File: src/rtl/irqRegIf_pkg.sv
package irqRegIf_pkg;
  localparam int NPROC = 2;

  localparam logic [1:0] SZ_BYTE = 2'd0;
  localparam logic [1:0] SZ_HALF = 2'd1;
  localparam logic [1:0] SZ_WORD = 2'd2;

  localparam int CFG_WORD  = 0;
  localparam int ACK_WORD0 = 4;
  localparam int EOI_WORD0 = 6;

  localparam int HV_POS0 = 0;
  localparam int ES_POS0 = 5;
  localparam int HV_POS1 = 8;
  localparam int ES_POS1 = 13;

  localparam logic [31:0] CFG_MASK = (32'd1 << HV_POS0) | (32'd1 << ES_POS0) |
                                     (32'd1 << HV_POS1) | (32'd1 << ES_POS1);

  typedef struct packed {
    logic [3:0]       laneEn;
    logic             cfgWr;
    logic             cfgRd;
    logic [NPROC-1:0] ackRd;
    logic [NPROC-1:0] eoiWr;
    logic             errHit;
  } ctlStrobe_t;
endpackage

File: src/rtl/irqRegIf_ctl.sv
module irqRegIf_ctl
  import irqRegIf_pkg::*;
#(
  parameter int ADDR_W = 8
) (
  input  logic              busValid,
  input  logic              busWrite,
  input  logic [ADDR_W-1:0] busAddr,
  input  logic [1:0]        busSize,
  output ctlStrobe_t        strb
);
  localparam int IDX_W = ADDR_W - 2;

  logic [1:0]       offset;
  logic [IDX_W-1:0] wordIdx;
  logic [3:0]       lanePat;
  logic             sizeOk;
  logic             mapped;
  logic             accOk;

  assign offset  = busAddr[1:0];
  assign wordIdx = busAddr[ADDR_W-1:2];

  always_comb begin
    case (busSize)
      SZ_BYTE: begin lanePat = 4'b0001; sizeOk = 1'b1;              end
      SZ_HALF: begin lanePat = 4'b0011; sizeOk = (offset != 2'd3);  end
      SZ_WORD: begin lanePat = 4'b1111; sizeOk = (offset == 2'd0);  end
      default: begin lanePat = 4'b0000; sizeOk = 1'b0;              end
    endcase
  end

  always_comb begin
    mapped = (wordIdx == IDX_W'(CFG_WORD));
    for (int p = 0; p < NPROC; p++) begin
      mapped = mapped | (wordIdx == IDX_W'(ACK_WORD0 + p))
                      | (wordIdx == IDX_W'(EOI_WORD0 + p));
    end
    accOk = busValid & sizeOk & mapped;
  end

  always_comb begin
    strb        = '0;
    strb.errHit = busValid & ~(sizeOk & mapped);
    strb.laneEn = accOk ? (lanePat << offset) : 4'b0000;
    strb.cfgWr  = accOk &  busWrite & (wordIdx == IDX_W'(CFG_WORD));
    strb.cfgRd  = accOk & ~busWrite & (wordIdx == IDX_W'(CFG_WORD));
    for (int p = 0; p < NPROC; p++) begin
      strb.ackRd[p] = accOk & ~busWrite & (wordIdx == IDX_W'(ACK_WORD0 + p));
      strb.eoiWr[p] = accOk &  busWrite & (wordIdx == IDX_W'(EOI_WORD0 + p));
    end
  end
endmodule

File: src/rtl/irqRegIf_dp.sv
module irqRegIf_dp
  import irqRegIf_pkg::*;
#(
  parameter int VEC_W = 9
) (
  input  logic                        clk,
  input  logic                        rstN,
  input  ctlStrobe_t                  strb,
  input  logic [31:0]                 busWData,
  input  logic [NPROC-1:0][VEC_W-1:0] pendVec,
  input  logic [NPROC-1:0][31:0]      tableBase,
  output logic [31:0]                 busRData,
  output logic                        busErr,
  output logic [NPROC-1:0]            ackPulse,
  output logic [NPROC-1:0]            eoiPulse,
  output logic [NPROC-1:0]            hwVecEn,
  output logic [NPROC-1:0]            vecEntry8
);
  localparam logic [31:0] BASE_MASK = ~((32'd1 << (VEC_W + 3)) - 32'd1);

  logic [31:0]            cfgQ;
  logic [31:0]            cfgNext;
  logic [31:0]            laneMask;
  logic [31:0]            rdWord;
  logic [NPROC-1:0][31:0] ackVal;

  assign hwVecEn   = {cfgQ[HV_POS1], cfgQ[HV_POS0]};
  assign vecEntry8 = {cfgQ[ES_POS1], cfgQ[ES_POS0]};

  for (genvar p = 0; p < NPROC; p++) begin : g_ack
    logic [31:0] vecExt;
    assign vecExt    = 32'(pendVec[p]);
    assign ackVal[p] = (tableBase[p] & BASE_MASK) |
                       (vecEntry8[p] ? (vecExt << 3) : (vecExt << 2));
  end

  always_comb begin
    cfgNext = cfgQ;
    if (strb.cfgWr) begin
      for (int b = 0; b < 4; b++) begin
        if (strb.laneEn[b]) cfgNext[b*8 +: 8] = busWData[b*8 +: 8];
      end
    end
    cfgNext = cfgNext & CFG_MASK;
  end

  always_comb begin
    for (int b = 0; b < 4; b++) laneMask[b*8 +: 8] = {8{strb.laneEn[b]}};
    rdWord = '0;
    if (strb.cfgRd) rdWord = cfgQ;
    for (int p = 0; p < NPROC; p++) begin
      if (strb.ackRd[p]) rdWord = ackVal[p];
    end
  end

  always_ff @(posedge clk or negedge rstN) begin
    if (!rstN) begin
      cfgQ     <= '0;
      busRData <= '0;
      busErr   <= 1'b0;
      ackPulse <= '0;
      eoiPulse <= '0;
    end else begin
      cfgQ     <= cfgNext;
      busRData <= rdWord & laneMask;
      busErr   <= strb.errHit;
      ackPulse <= strb.ackRd & ~hwVecEn;
      eoiPulse <= strb.eoiWr;
    end
  end
endmodule

File: src/rtl/irqRegIf.sv
module irqRegIf
  import irqRegIf_pkg::*;
#(
  parameter int ADDR_W = 8,
  parameter int VEC_W  = 9
) (
  input  logic              clk,
  input  logic              rstN,
  input  logic              busValid,
  input  logic              busWrite,
  input  logic [ADDR_W-1:0] busAddr,
  input  logic [1:0]        busSize,
  input  logic [31:0]       busWData,
  output logic [31:0]       busRData,
  output logic              busErr,
  input  logic [VEC_W-1:0]  pendVec0,
  input  logic [VEC_W-1:0]  pendVec1,
  input  logic [31:0]       tableBase0,
  input  logic [31:0]       tableBase1,
  output logic [1:0]        ackPulse,
  output logic [1:0]        eoiPulse,
  output logic [1:0]        hwVecEn,
  output logic [1:0]        vecEntry8
);
  ctlStrobe_t strb;

  irqRegIf_ctl #(.ADDR_W(ADDR_W)) u_ctl (
    .busValid (busValid),
    .busWrite (busWrite),
    .busAddr  (busAddr),
    .busSize  (busSize),
    .strb     (strb)
  );

  irqRegIf_dp #(.VEC_W(VEC_W)) u_dp (
    .clk       (clk),
    .rstN      (rstN),
    .strb      (strb),
    .busWData  (busWData),
    .pendVec   ({pendVec1, pendVec0}),
    .tableBase ({tableBase1, tableBase0}),
    .busRData  (busRData),
    .busErr    (busErr),
    .ackPulse  (ackPulse),
    .eoiPulse  (eoiPulse),
    .hwVecEn   (hwVecEn),
    .vecEntry8 (vecEntry8)
  );
endmodule

File: config.mk
export PLATFORM = sky130hd
export DESIGN_NAME = irqRegIf
export DESIGN_NICKNAME = d
export VERILOG_FILES = /design/src/rtl/irqRegIf_pkg.sv /design/src/rtl/irqRegIf_ctl.sv /design/src/rtl/irqRegIf_dp.sv /design/src/rtl/irqRegIf.sv
export SDC_FILE = /design/constraint.sdc
export NUM_CORES = 1
export LEC_CHECK = 0
export BUFFER_PORTS_ARGS = -buffer_cell sky130_fd_sc_hd__buf_2
export CORE_UTILIZATION = 39
export DETAILED_ROUTE_END_ITERATION = 6
export GPL_TIMING_DRIVEN = 0
export PLACE_DENSITY = 0.81
export SYNTH_ARGS = -nofsm -noshare
export SYNTH_HDL_FRONTEND = slang
export SYNTH_SLANG_ARGS = --single-unit
File: constraint.sdc
create_clock -name clk -period 1.9 [get_ports clk]
set_input_delay 0.38 -clock clk [delete_from_list [all_inputs] [get_ports clk]]
set_output_delay 0.38 -clock clk [all_outputs]
set_load 0.005 [all_outputs]
==> flow_summary.rst, run 1 <==
.. list-table::
   :header-rows: 1

   * - Metric
     - Value
   * - Number of warning messages in the yosys log
     - 0
   * - 1st-iter DRT viols
     - 78
   * - Gate power share
     - 12.7%
   * - Area of the core
     - 4880 um^2
   * - Net count after synthesis
     - 315
   * - Total stage count of the critical path
     - 7
   * - Total number of vias
     - 1,904
   * - Final RePlAce weighted congestion
     - 0.7747
   * - CTS sink count
     - 40
   * - Distinct cell type count after synthesis
     - 38
   * - Accumulated negative setup slack
     - 0 ns
   * - Top achievable clock speed
     - 610.5 MHz
   * - Final Hold Fails
     - 0
   * - Final critical-path required period
     - 1.638 ns
   * - Xor/xnor cell area share of the yosys netlist
     - 0%
   * - Startpoint kind of the worst setup timing path
     - input port
   * - Worst hold margin
     - 0.2009 ns
   * - Number of buffers created by CTS
     - 5
   * - Relative contribution of sequential cells to total power
     - 54.7%
   * - Clock tree from TritonCTS
     - done
   * - Count of buffers from port buffering
     - 114
   * - Final clock skew
     - 0.005698 ns
   * - Die Ht
     - 74.16 um
   * - Detailed placer's ending HPWL
     - 4035 um
   * - Initial Util
     - 41.62%
   * - Commonest cells after routing, fill and taps aside
     - buf_2 (122), dfrtp_1 (40), a22oi_1 (27), nor2_1 (22), mux2_2 (15)
   * - Cell row count
     - 25
   * - Switching share of power
     - 23.10%
   * - Post-route clock period utilization
     - 86.22%
   * - First-pass GRT wire length
     - 8169 um
   * - Cell Chain, Critical Path
     - buf_2 > inv_1 > ha_1 > nor3b_2 > o31a_2 > nand3_1 > a21oi_1
   * - Post_cts resized
     - 0
   * - Final setup vio count
     - 0
   * - Kind of path behind the tightest hold check
     - in2async
   * - Slowest CP cell
     - nand3_1
   * - Leading cell type in the layout, fill and taps excluded
     - buf_2
   * - Post-Route Utilization
     - 56.62%
   * - Layout net count
     - 436
   * - Ratio of routed vias to standard cells
     - 5.132
   * - Category of the critical setup timing path
     - in2reg
   * - Number of global-route vias before repair
     - 1,848
   * - Total routing resource utilization after global routing
     - 19.73%
   * - Worst Slack Setup Final
     - 0.2619 ns
   * - Number of hold-repair buffers added at the cts stage
     - 0
   * - Sum of buffers and inverters on the critical path
     - 2
   * - Sequential area share after synthesis
     - 49.29%
   * - Detail Route Antenna Nets
     - 0
   * - Status
     - finished, final reports clean
   * - Clock network fraction of design power
     - 32.5%
   * - Clock tree root buffer cell
     - clkbuf_8
   * - Average cell area after synthesis
     - 11.10 um^2
   * - Area of the die
     - 5500 um^2
   * - Number of buffers on the longest clock path
     - 2
   * - Number of max-slew violations in the final report
     - 0
   * - Clock transition at path regs
     - 0.07 ns
   * - Pin count of the biggest net entering global routing
     - 41
   * - Peak ir drop on the vdd network
     - 0.0002659 V
   * - Count of pins on the block boundary
     - 169
   * - Adder-cell share of the synthesized area
     - 2.465%
   * - CP Max Fanout
     - 7
   * - Clock insertion delay at the later pin of the skew report
     - 0.28 ns
   * - Layout Cells excl Fill
     - 371
   * - Endpoint required time on the critical path
     - 2.11 ns
   * - Setup repair after global routing missed its margin
     - no
   * - Post-Place Setup Slack
     - -0.02329 ns
   * - Longest individual stage delay on the worst path
     - 0.30 ns
   * - Width of the die
     - 74.16 um
   * - Signed area change from the synthesized netlist to the final layout
     - 36.04%
   * - Maximum level of the CTS H-tree
     - 2
   * - Post-CTS setup repair buffer count
     - 0
   * - Share of layout cells above drive strength 1
     - 50.66%
   * - Leakage power total
     - 1.399 nW
   * - Share of synthesized area spent on multiplexers
     - 12.01%
   * - Initial antenna violation count
     - 0
   * - Drt total wl
     - 5211 um
   * - Seq cells post-synth
     - 40
   * - Compound-Gate Fraction of Synth Area
     - 16.39%
   * - Average wire per standard cell
     - 14.05 um
   * - Post-synthesis cell count
     - 183
   * - Endpoint arrival time on the critical path
     - 1.84 ns
   * - Post-route DRC violation count
     - 0
   * - Reg2Reg Depth
     - 4
   * - Transition time at the pin with the least slew margin
     - 0.8560 ns
   * - Drt pass-1 iters
     - 4
   * - Cell area power density
     - 565.0 nW/um^2
   * - Dominant combinational cell family by area after synthesis
     - compound AO/OA/AOI/OAI gates
   * - Crit-path leading delay family
     - simple AND/OR/NAND/NOR gates
   * - Diodes inserted
     - 0
   * - Critical Path End Type
     - flop
   * - Number of instances in the placed design
     - 364
   * - Total internal power
     - 1.200 mW
   * - Post-synth design cell area
     - 2031 um^2
   * - Max-cap violations
     - 0
   * - Post-synthesis simple-gate area fraction
     - 16.02%
   * - Net load switching power
     - 0.3605 mW
   * - Relative slew margins
     - 42.94%
   * - GRT Residual Overflow
     - 0
flip-flops by register name, summed over array words and instances (netlist names):
| name | cells |
|---|---|
| u_dp.cfgQ | 4 |
| u_dp.ackPulse | 2 |
| u_dp.busRData | 31 |
| u_dp.eoiPulse | 2 |
| u_dp.busErr | 1 |
path summary, 6_finish.rpt:
check / to / from / slack, ns
min in group clk: u_dp.cfgQ[5] / busWData[5] / 0.31
max reg2reg: u_dp.busRData[10] / u_dp.cfgQ[5] / 0.33
min: u_dp.busRData[11] / rstN / 0.20
min reg2reg: u_dp.busRData[0] / u_dp.cfgQ[0] / 0.53
max: u_dp.busRData[5] / busSize[0] / 0.26
max in group asynchronous: u_dp.busRData[29] / rstN / 1.16
Yosys cell counts, drive strengths merged:
library cell	n	area share, %
a21o	1	0.37
nor4	2	0.62
buf	10	2.7
mux2	19	11
a21oi	4	0.99
o31ai	1	1.0
nand2b	1	0.31
nor2	22	4.1
dfrtp	40	49
o2111ai	2	1.2
o21ai	1	0.25
inv	4	0.74
nand3	4	0.99
clkbuf	1	0.18
mux2i	3	1.5
a222oi	1	0.49
a21boi	1	0.55
o31a	1	0.49
nor3b	3	1.6
a22oi	27	10
and2	2	0.62
nor4b	1	0.74
ha	4	2.5
nor2b	1	0.31
nor3	12	3.5
conb	1	0.18
nand3b	3	1.1
nand4	2	0.62
nand2	4	0.74
o21a	2	0.74
and3b	2	0.86
o22ai	1	0.31
metrics by stage:
step / total power, mW / area [um^2]
floorplan: 0.9486 / 2031
global placement: 1.065 / 2685
detailed placement: 1.069 / 2685
CTS: 1.576 / 2763
global route: 1.631 / 2763
finish: 1.561 / 2763
routing by layer:
metal	track usage, %	up-vias	routed length (um)
li1	-	912	-
met1	24.87	903	2227
met2	32.32	77	2588
met3	3.252	12	277
met4	10.90	0	117
met5	0	-	0
worst register-to-register path, cell delays in order, from the launching register on:
cell      delay (ns)
dfrtp_1         0.41
clkbuf_1        0.40
mux2_2          0.39
a22oi_1         0.18
nor2_1          0.06
cell families after synthesis:
kind of cell / count (synthesis)
mux: 22
simple gates: 59
compound gates: 42
flops: 40
fa+ha+maj: 4
other cells: 1
buf+inv: 15
layout make-up:
type | instances | area [um^2]
fillers | 436 | 2117
flip-flops and latches | 40 | 1001
multi-input cells | 128 | 955.9
repair buffers | 114 | 570.5
well taps | 67 | 83.83
clock buffers | 6 | 72.57
plain buffers | 11 | 58.81
inverters | 4 | 15.01
clock inverters | 1 | 5.005
power by group through the flow:
stage	Clock (mW)	Combinational, mW	Sequential (mW)
after global placement	0	0.194	0.871
final	0.508	0.199	0.854
after floorplan	0	0.0775	0.871
after CTS	0.522	0.200	0.854
after global routing	0.556	0.221	0.854
after detailed placement	0	0.199	0.871
No activity file was read; power rests on OpenSTA's default activity.
==> run 2: changes to the inputs <==
--- a/config.mk
+++ b/config.mk
@@ -6,6 +6,7 @@
 export NUM_CORES = 1
 export LEC_CHECK = 0
 export BUFFER_PORTS_ARGS = -buffer_cell sky130_fd_sc_hd__buf_2
+export CORE_ASPECT_RATIO = 1.5
 export CORE_UTILIZATION = 39
 export DETAILED_ROUTE_END_ITERATION = 6
 export GPL_TIMING_DRIVEN = 0
==> run 2 against run 1 <==
Effect of this change:
- combinational power grew 2%
- sequential cell count is the same
- sequential share of layout area shrank 0.61 points
- largest power group unchanged
- final cell count is the same
- non-clock buffer count is the same
- design area grew 1.7%
- die area is essentially flat
- critical path depth is the same
- register-to-register slack lost 0.04 ns
- hold slack lost 0.013 ns
- first-iteration DRC count shrank 14%
- wire length grew 3.1%
==> flow_summary.rst, run 2 (synthesis results as in run 1) <==
.. list-table::
   :header-rows: 1

   * - Metric
     - Value
   * - Status
     - finished, final reports clean
   * - Share of layout cells above drive strength 1
     - 51.15% (+0.49 points)
   * - Worst Setup SP
     - busSize[0]
   * - CTS sink count
     - 40 (unchanged)
   * - Final setup vio count
     - 0 (unchanged)
   * - Signed area change from the synthesized netlist to the final layout
     - 38.39%
   * - Accumulated negative setup slack
     - 0 ns (unchanged)
   * - Post-CTS setup repair buffer count
     - 0 (unchanged)
   * - Area occupied by multi-input gates
     - 955.9 um^2 (unchanged)
   * - Post-Place Setup Slack
     - -0.02331 ns (-0.00001810 ns)
   * - Kind of path behind the tightest hold check
     - in2async
   * - Post-route clock period utilization
     - 85.59% (-0.63 points)
   * - Peak ir drop on the vdd network
     - 0.0002697 V (+1.4%)
   * - Count of pins on the block boundary
     - 169 (unchanged)
   * - Category of the critical setup timing path
     - in2reg
   * - Average wire per standard cell
     - 14.48 um (+3.1%)
   * - Total stage count of the critical path
     - 7 (unchanged)
   * - Endpoint required time on the critical path
     - 2.07 ns (-0.04 ns)
   * - Clock transition at path regs
     - 0.08 ns (about the same)
   * - Initial antenna violation count
     - 0 (unchanged)
   * - Startpoint of the lowest-slack register-to-register path
     - u_dp.cfgQ[5]
   * - Diodes inserted
     - 0 (unchanged)
   * - Layout Cells excl Fill
     - 371 (unchanged)
   * - Drt total wl
     - 5371 um (+3.1%)
   * - Top reg by flops
     - u_dp.busRData
   * - Number of hold-repair buffers added at the cts stage
     - 0 (unchanged)
   * - Width of the die
     - 60.92 um (-18%)
   * - Slowest CP cell
     - mux2_1
   * - Capture instance of the worst register-to-register path
     - u_dp.busRData[10]
   * - Transition time at the pin with the least slew margin
     - 0.8313 ns (-0.02462 ns)
   * - Final Hold Fails
     - 0 (unchanged)
   * - Detail Route Antenna Nets
     - 0 (unchanged)
   * - Final RePlAce weighted congestion
     - 0.8702 (+12%)
   * - Post_cts resized
     - 0 (unchanged)
   * - Flip-flop count of the largest register, all copies and words added
     - 31 (unchanged)
   * - Layout net count
     - 436 (unchanged)
   * - Number of buffers created by CTS
     - 5 (unchanged)
   * - Number of filler cells placed in the layout
     - 456 (+4.6%)
   * - Worst Slack Setup Final
     - 0.2738 ns (+0.01189 ns)
   * - Clock insertion delay at the later pin of the skew report
     - 0.29 ns (about the same)
   * - Post-route DRC violation count
     - 0 (unchanged)
   * - Initial Util
     - 41.22% (-0.39 points)
   * - GRT Residual Overflow
     - 0 (unchanged)
   * - Ratio of routed vias to standard cells
     - 5.151 (+0.37%)
   * - Area of the core
     - 4926 um^2 (+0.95%)
   * - Crit-path leading delay family
     - simple AND/OR/NAND/NOR gates
   * - Sum of internal, switching and leakage power
     - 1.796 mW (+15%)
   * - Startpoint kind of the worst setup timing path
     - input port
   * - Longest individual stage delay on the worst path
     - 0.35 ns (+0.05 ns)
   * - Clock tree from TritonCTS
     - done
   * - Number of instances in the placed design
     - 363 (-0.27%)
   * - Critical Path End Type
     - flop
   * - Number of buffers on the longest clock path
     - 2 (unchanged)
   * - Endpoint arrival time on the critical path
     - 1.80 ns (-0.04 ns)
   * - Clock tree root buffer cell
     - clkbuf_8
   * - Number of global-route vias before repair
     - 1,825 (-1.2%)
   * - Commonest cells after routing, fill and taps aside
     - buf_2 (122), dfrtp_1 (40), a22oi_1 (27), nor2_1 (22), mux2_2 (15)
   * - Total routing resource utilization after global routing
     - 19.93% (+0.20 points)
   * - Leading cell type in the layout, fill and taps excluded
     - buf_2
   * - Reg2Reg Depth
     - 4 (unchanged)
   * - First-pass GRT wire length
     - 8238 um (+0.84%)
   * - Fin area
     - 2810 um^2 (+1.7%)
   * - Relative slew margins
     - 44.58% (+1.6 points)
   * - 1st-iter DRT viols
     - 67 (-14%)
   * - Final critical-path required period
     - 1.626 ns (-0.01189 ns)
   * - Pin count of the biggest net entering global routing
     - 41 (unchanged)
   * - Area taken by flip-flops and latches
     - 1001 um^2 (unchanged)
   * - Reg-to-reg setup timing slack
     - 0.29 ns (-0.04 ns)
   * - Cell Chain, Critical Path
     - buf_2 > inv_1 > ha_1 > nor3b_2 > o31ai_4 > nor3_2 > mux2_1
   * - Area of the die
     - 5505 um^2 (about the same)
   * - Dpl cell area
     - 2684 um^2 (about the same)
   * - Top flop regs
     - u_dp.busRData (31), u_dp.cfgQ (4)
   * - Setup repair after global routing missed its margin
     - no
   * - Maximum level of the CTS H-tree
     - 2 (unchanged)
   * - Final clock skew
     - 0.005745 ns (+0.00004765 ns)
   * - Max-cap violations
     - 0 (unchanged)
   * - Leakage power total
     - 1.423 nW (+1.7%)
   * - Count of buffers from port buffering
     - 114 (unchanged)
   * - Cell area power density
     - 639.0 nW/um^2 (+13%)
   * - Post-Route Utilization
     - 57.05% (+0.43 points)
   * - Die Ht
     - 90.38 um (+22%)
   * - Worst setup path endpoint
     - u_dp.cfgQ[13]
   * - Top achievable clock speed
     - 614.9 MHz (+0.73%)
   * - Total number of vias
     - 1,911 (+0.37%)
   * - Worst hold margin
     - 0.1876 ns (-0.01324 ns)
   * - Sum of buffers and inverters on the critical path
     - 2 (unchanged)
   * - CP Max Fanout
     - 5 (-2)
   * - Cell row count
     - 31 (+24%)
   * - Detailed placer's ending HPWL
     - 4308 um (+6.8%)
   * - Drt pass-1 iters
     - 6 (+2)
   * - Number of max-slew violations in the final report
     - 0 (unchanged)
run 2: cell types whose count changed in the layout (fill, tap and decap cells not counted):
| cell | change |
|---|---|
| clkbuf_8 | +2 |
| bufinv_16 | +1 |
| clkbuf_1 | -1 |
| clkinv_2 | -1 |
run 2: layout make-up:
cell class	count	share of cell area, %
Buffer	11	2.093
Clock inverter	1	1.069
Tap cell	66	2.939
Timing Repair Buffer	114	20.30
Inverter	4	0.5343
Clock buffer	7	3.428
Multi-Input combinational cell	128	34.02
Sequential cell	40	35.62
run 2: worst min path at each step:
stage          start          endpoint  slack [ns]  cells after the start
2_1_floorplan   rstN  u_dp.ackPulse[0]        0.08                      0
3_3_place_gp    rstN       u_dp.busErr        0.52                      1
3_5_place_dp    rstN  u_dp.eoiPulse[0]        0.53                      1
4_1_cts         rstN  u_dp.eoiPulse[1]        0.22                      1
5_1_grt         rstN  u_dp.eoiPulse[1]        0.26                      1
6_report        rstN  u_dp.eoiPulse[0]        0.19                      1
run 2: per-layer routing:
metal  track usage [%]  wire [um]
met3             3.152        308
met1             22.79       2062
met5                 0          0
met2             35.35       2884
met4             7.765        117
run 2: worst reg2reg max path: stages, from the launching register on:
cell      delay [ns]
dfrtp_1         0.41
clkbuf_1        0.41
mux2_2          0.40
a22oi_1         0.19
nor2_1          0.06
run 2: power breakdown:
part / internal (mW) / switching (mW) / total (mW)
Combinational: 0.0980 / 0.104 / 0.203
Clock: 0.463 / 0.276 / 0.739
Sequential: 0.853 / 0.00121 / 0.854
Total: 1.41 / 0.382 / 1.80
==> run 3: changes to the inputs <==
--- a/config.mk
+++ b/config.mk
@@ -10,7 +10,8 @@
 export CORE_UTILIZATION = 39
 export DETAILED_ROUTE_END_ITERATION = 6
 export GPL_TIMING_DRIVEN = 0
-export PLACE_DENSITY = 0.81
+export PLACE_DENSITY = 0.8
 export SYNTH_ARGS = -nofsm -noshare
 export SYNTH_HDL_FRONTEND = slang
+export SYNTH_HIERARCHICAL = 1
 export SYNTH_SLANG_ARGS = --single-unit
==> run 3 against run 2 <==
Effect of this change:
- the flow now finishes with violations (setup timing)
- die area is 3.5% higher
- non-clock buffer count is 13 higher
- largest cell class is now multi-input gates
- core utilization is 8.1 points higher
- via count is 5.8% higher
- sequential share of layout area is 5.9 points lower
- wire length is 13% higher
- first-iteration DRC count is 3.0% lower
- worst setup slack worse by 0.31 ns
- design area is 20% higher
- critical path type unchanged
- register-to-register slack better by 0.17 ns
- maximum frequency is 16% lower
==> flow_summary.rst, run 3 <==
.. list-table::
   :header-rows: 1

   * - Metric
     - Value
   * - Status
     - finished with violations
   * - Area of the die
     - 5700 um^2 (+3.5%)
   * - Peak ir drop on the vdd network
     - 0.0003204 V (+19%)
   * - Relative contribution of sequential cells to total power
     - 48.0% (+0.4 points)
   * - Fin area
     - 3366 um^2 (+20%)
   * - Final Hold Fails
     - 0 (unchanged)
   * - Met1 usage in global routing
     - 25.86% (+3.1 points)
   * - Dpl cell area
     - 2850 um^2 (+6.2%)
   * - Post-synth EDFFs
     - 0 (unchanged)
   * - Post-synth design cell area
     - 2105 um^2 (+3.6%)
   * - Top achievable clock speed
     - 515.2 MHz (-16%)
   * - Share of synthesized flip-flops with an asynchronous set or reset
     - 100.0% (unchanged)
   * - Final critical-path required period
     - 1.941 ns (+0.3148 ns)
   * - Sequential area share after synthesis
     - 47.56% (-1.7 points)
   * - GRT Residual Overflow
     - 0 (unchanged)
   * - Net load switching power
     - 0.4208 mW (+10%)
   * - Primary flip-flop cell chosen by synthesis mapping
     - dfrtp_1
   * - Leakage power total
     - 1.597 nW (+12%)
   * - Layout net count
     - 461 (+5.7%)
   * - GR Util met2
     - 35.82% (+0.47 points)
   * - Most instantiated library cell after synthesis
     - dfrtp_1
   * - Total internal power
     - 1.353 mW (-4.3%)
   * - Accumulated negative setup slack
     - -0.2892 ns (-0.2892 ns)
   * - Top cells by area in the synthesized netlist
     - dfrtp_1 (48%), a22oi_1 (9.3%), mux2_2 (7.5%)
   * - Total number of vias
     - 2,021 (+5.8%)
   * - Die Ht
     - 91.97 um (+1.8%)
   * - Diodes inserted
     - 0 (unchanged)
   * - Gate power share
     - 12.7% (+1.4 points)
   * - Endpoint arrival time on the critical path
     - 2.13 ns (+0.33 ns)
   * - Final RePlAce weighted congestion
     - 0.7572 (-13%)
   * - Area of the core
     - 5165 um^2 (+4.9%)
   * - Clock network fraction of design power
     - 39.3% (-1.9 points)
   * - Number of warning messages in the yosys log
     - 6 (+6)
   * - Global routing met3 resource utilization
     - 4.372% (+1.2 points)
   * - CP Max Fanout
     - 6 (+1)
   * - Worst hold margin
     - 0.1906 ns (+0.002971 ns)
   * - Sum of buffers and inverters on the critical path
     - 4 (+2)
   * - Post-route DRC violation count
     - 0 (unchanged)
   * - Count of pins on the block boundary
     - 169 (unchanged)
   * - Initial antenna violation count
     - 0 (unchanged)
   * - Cell Chain, Critical Path
     - buf_12 > clkinv_8 > ha_4 > nor2b_4 > o211ai_1 > a21oi_2 > and4b_2 > nor2b_4 > buf_12 > clkbuf_16 > a22oi_2 > nor2b_1
   * - Pin count of the biggest net entering global routing
     - 41 (unchanged)
   * - Commonest cells after routing, fill and taps aside
     - buf_2 (113), dfrtp_1 (40), a22oi_2 (24), nor2_1 (17), nor2b_1 (17)
   * - Seq cells post-synth
     - 40 (unchanged)
   * - Max-cap violations
     - 0 (unchanged)
   * - Setup repair after global routing missed its margin
     - yes
   * - Number of global-route vias before repair
     - 1,879 (+3.0%)
   * - Clock tree from TritonCTS
     - done
   * - Detail Route Antenna Nets
     - 0 (unchanged)
   * - Number of hold-repair buffers added at the cts stage
     - 0 (unchanged)
   * - Slowest CP cell
     - o211ai_1
   * - Final clock skew
     - 0.007692 ns (+0.001946 ns)
   * - Relative slew margins
     - 42.39% (-2.2 points)
   * - Worst Slack Setup Final
     - -0.04105 ns (-0.3148 ns)
   * - Signed area change from the synthesized netlist to the final layout
     - 59.93%
   * - Category of the critical setup timing path
     - in2reg
   * - Clock tree root buffer cell
     - clkbuf_8
   * - Flip-flop count of the largest register, all copies and words added
     - 31 (unchanged)
   * - Cell area power density
     - 527.1 nW/um^2 (-18%)
   * - Drt pass-1 iters
     - 4 (-2)
   * - Cell row count
     - 32 (+3.2%)
   * - Critical Path End Type
     - flop
   * - Count of buffers from port buffering
     - 115 (+0.88%)
   * - Transition time at the pin with the least slew margin
     - 0.8642 ns (+0.03283 ns)
   * - Leading cell type in the layout, fill and taps excluded
     - buf_2
   * - Share of the synthesized area in the top cell type
     - 47.56% (-1.7 points)
   * - Clock transition at path regs
     - 0.08 ns (about the same)
   * - Longest individual stage delay on the worst path
     - 0.32 ns (-0.03 ns)
   * - Endpoint required time on the critical path
     - 2.09 ns (+0.02 ns)
   * - Number of buffers on the longest clock path
     - 2 (unchanged)
   * - Crit-path leading delay family
     - simple AND/OR/NAND/NOR gates
   * - Kind of path behind the tightest hold check
     - in2async
   * - Average cell area after synthesis
     - 10.85 um^2 (-2.2%)
   * - Post-synthesis cell count
     - 194 (+6.0%)
   * - Share of layout cells above drive strength 1
     - 63.33% (+12 points)
   * - Initial Util
     - 40.75% (-0.48 points)
   * - 1st-iter DRT viols
     - 65 (-3.0%)
   * - Drt total wl
     - 6044 um (+13%)
   * - Ratio of routed vias to standard cells
     - 5.078 (-1.4%)
   * - First-pass GRT wire length
     - 9052 um (+9.9%)
   * - Switching share of power
     - 23.72% (+2.5 points)
   * - Clock insertion delay at the later pin of the skew report
     - 0.30 ns (about the same)
   * - Width of the die
     - 61.98 um (+1.7%)
   * - Maximum level of the CTS H-tree
     - 2 (unchanged)
   * - Most utilized layer in the global route result
     - met2
   * - Detailed placer's ending HPWL
     - 4313 um (+0.11%)
   * - Top flop regs
     - u_dp/busRData (31), u_dp/cfgQ (4)
   * - Total routing resource utilization after global routing
     - 21.52% (+1.6 points)
   * - CTS sink count
     - 40 (unchanged)
   * - Net count after synthesis
     - 326 (+3.5%)
   * - Number of buffers created by CTS
     - 5 (unchanged)
   * - Final setup vio count
     - 21 (+21)
   * - Startpoint kind of the worst setup timing path
     - input port
   * - Cell accounting for the most synthesized area
     - dfrtp_1
   * - Top reg by flops
     - u_dp/busRData
   * - Average wire per standard cell
     - 15.19 um (+4.9%)
   * - Distinct cell type count after synthesis
     - 43 (+13%)
   * - Top cells by instance count after synthesis
     - dfrtp_1 (40), a22oi_1 (26), nor2b_1 (19)
   * - Number of max-slew violations in the final report
     - 0 (unchanged)
   * - Failing checks
     - setup timing
   * - Post-route clock period utilization
     - 102.2% (+17 points)
==> run 3: final timing paths <==
check / from / to / slack, ns / cells after the start
worst min register to register: u_dp/cfgQ[0] / u_dp/ackPulse[0] / 0.49 / 1
max in group asynchronous: rstN / u_dp/busRData[2] / 1.16 / 1
worst max register to register: u_dp/cfgQ[5] / u_dp/busRData[10] / 0.46 / 4
worst max-delay path: busSize[0] / u_dp/busRData[30] / -0.04 / 12
min in group clk: busAddr[2] / u_dp/eoiPulse[0] / 0.30 / 2
worst min-delay path: rstN / u_dp/busRData[24] / 0.19 / 1
==> run 3: power by group through the flow <==
stage / clock (mW) / combinational (mW) / sequential [mW]
floorplan: 0 / 0.0578 / 0.870
global placement: 0 / 0.172 / 0.869
detailed placement: 0 / 0.178 / 0.869
CTS: 0.711 / 0.193 / 0.852
global route: 0.751 / 0.244 / 0.853
finish: 0.697 / 0.225 / 0.852
==> run 3: area by class of cell <==
cell class | instances | area [um^2]
Timing Repair Buffer | 129 | 763.2
Inverter | 6 | 37.54
Clock buffer | 5 | 68.82
Fill cell | 407 | 1799
Tap cell | 68 | 85.08
Buffer | 9 | 101.3
Clock inverter | 3 | 42.54
Sequential cell | 40 | 1001
Multi-Input combinational cell | 138 | 1266
==> run 3: per-stage QoR <==
step,power [mW],setup slack (ns),std cells,utilization [%]
after detailed placement,1.047,-0.4878,377,55.18
after global routing,1.847,-0.09403,398,65.16
after global placement,1.041,-0.4719,377,55.18
final,1.774,-0.04105,398,65.16
after CTS,1.756,-0.008274,392,60.03
after floorplan,0.9274,-0.1365,194,-
==> run 3: cells by family (layout without fill, tap and decap cells) <==
kind of cell | Yosys count | in the layout | share of synthesized area (%)
flip-flops | 40 | 40 | 47.56
adder cells (fa/ha/maj) | 4 | 4 | 2.378
AND/OR/NAND/NOR | 69 | 69 | 19.50
other | 1 | 1 | 0.1782
buffers and inverters | 16 | 152 | 5.113
multiplexers | 16 | 16 | 8.918
AO/OA/AOI/OAI | 48 | 48 | 16.35
==> run 3: worst reg2reg max path, delay by kind of cell (launching register included) <==
family,cells,cell delay (ns)
compound gates,1,0.16
buf+inv,1,0.29
flops,1,0.44
mux,1,0.38
simple gates,1,0.06
==> run 3: repair_timing <==
item                                    CTS  global route
pin swaps                                 5            12
resized for setup                        18            36
gates cloned                              0             2
endpoints found under the setup margin   30            30
buffers inserted                          7             7
==> run 3: routing by layer <==
| metal | vias up | share of wire (%) |
|---|---|---|
| li1 | 973 | - |
| met1 | 962 | 36 |
| met2 | 74 | 56 |
| met3 | 12 | 4.8 |
| met4 | 0 | 2.7 |
| met5 | - | 0 |
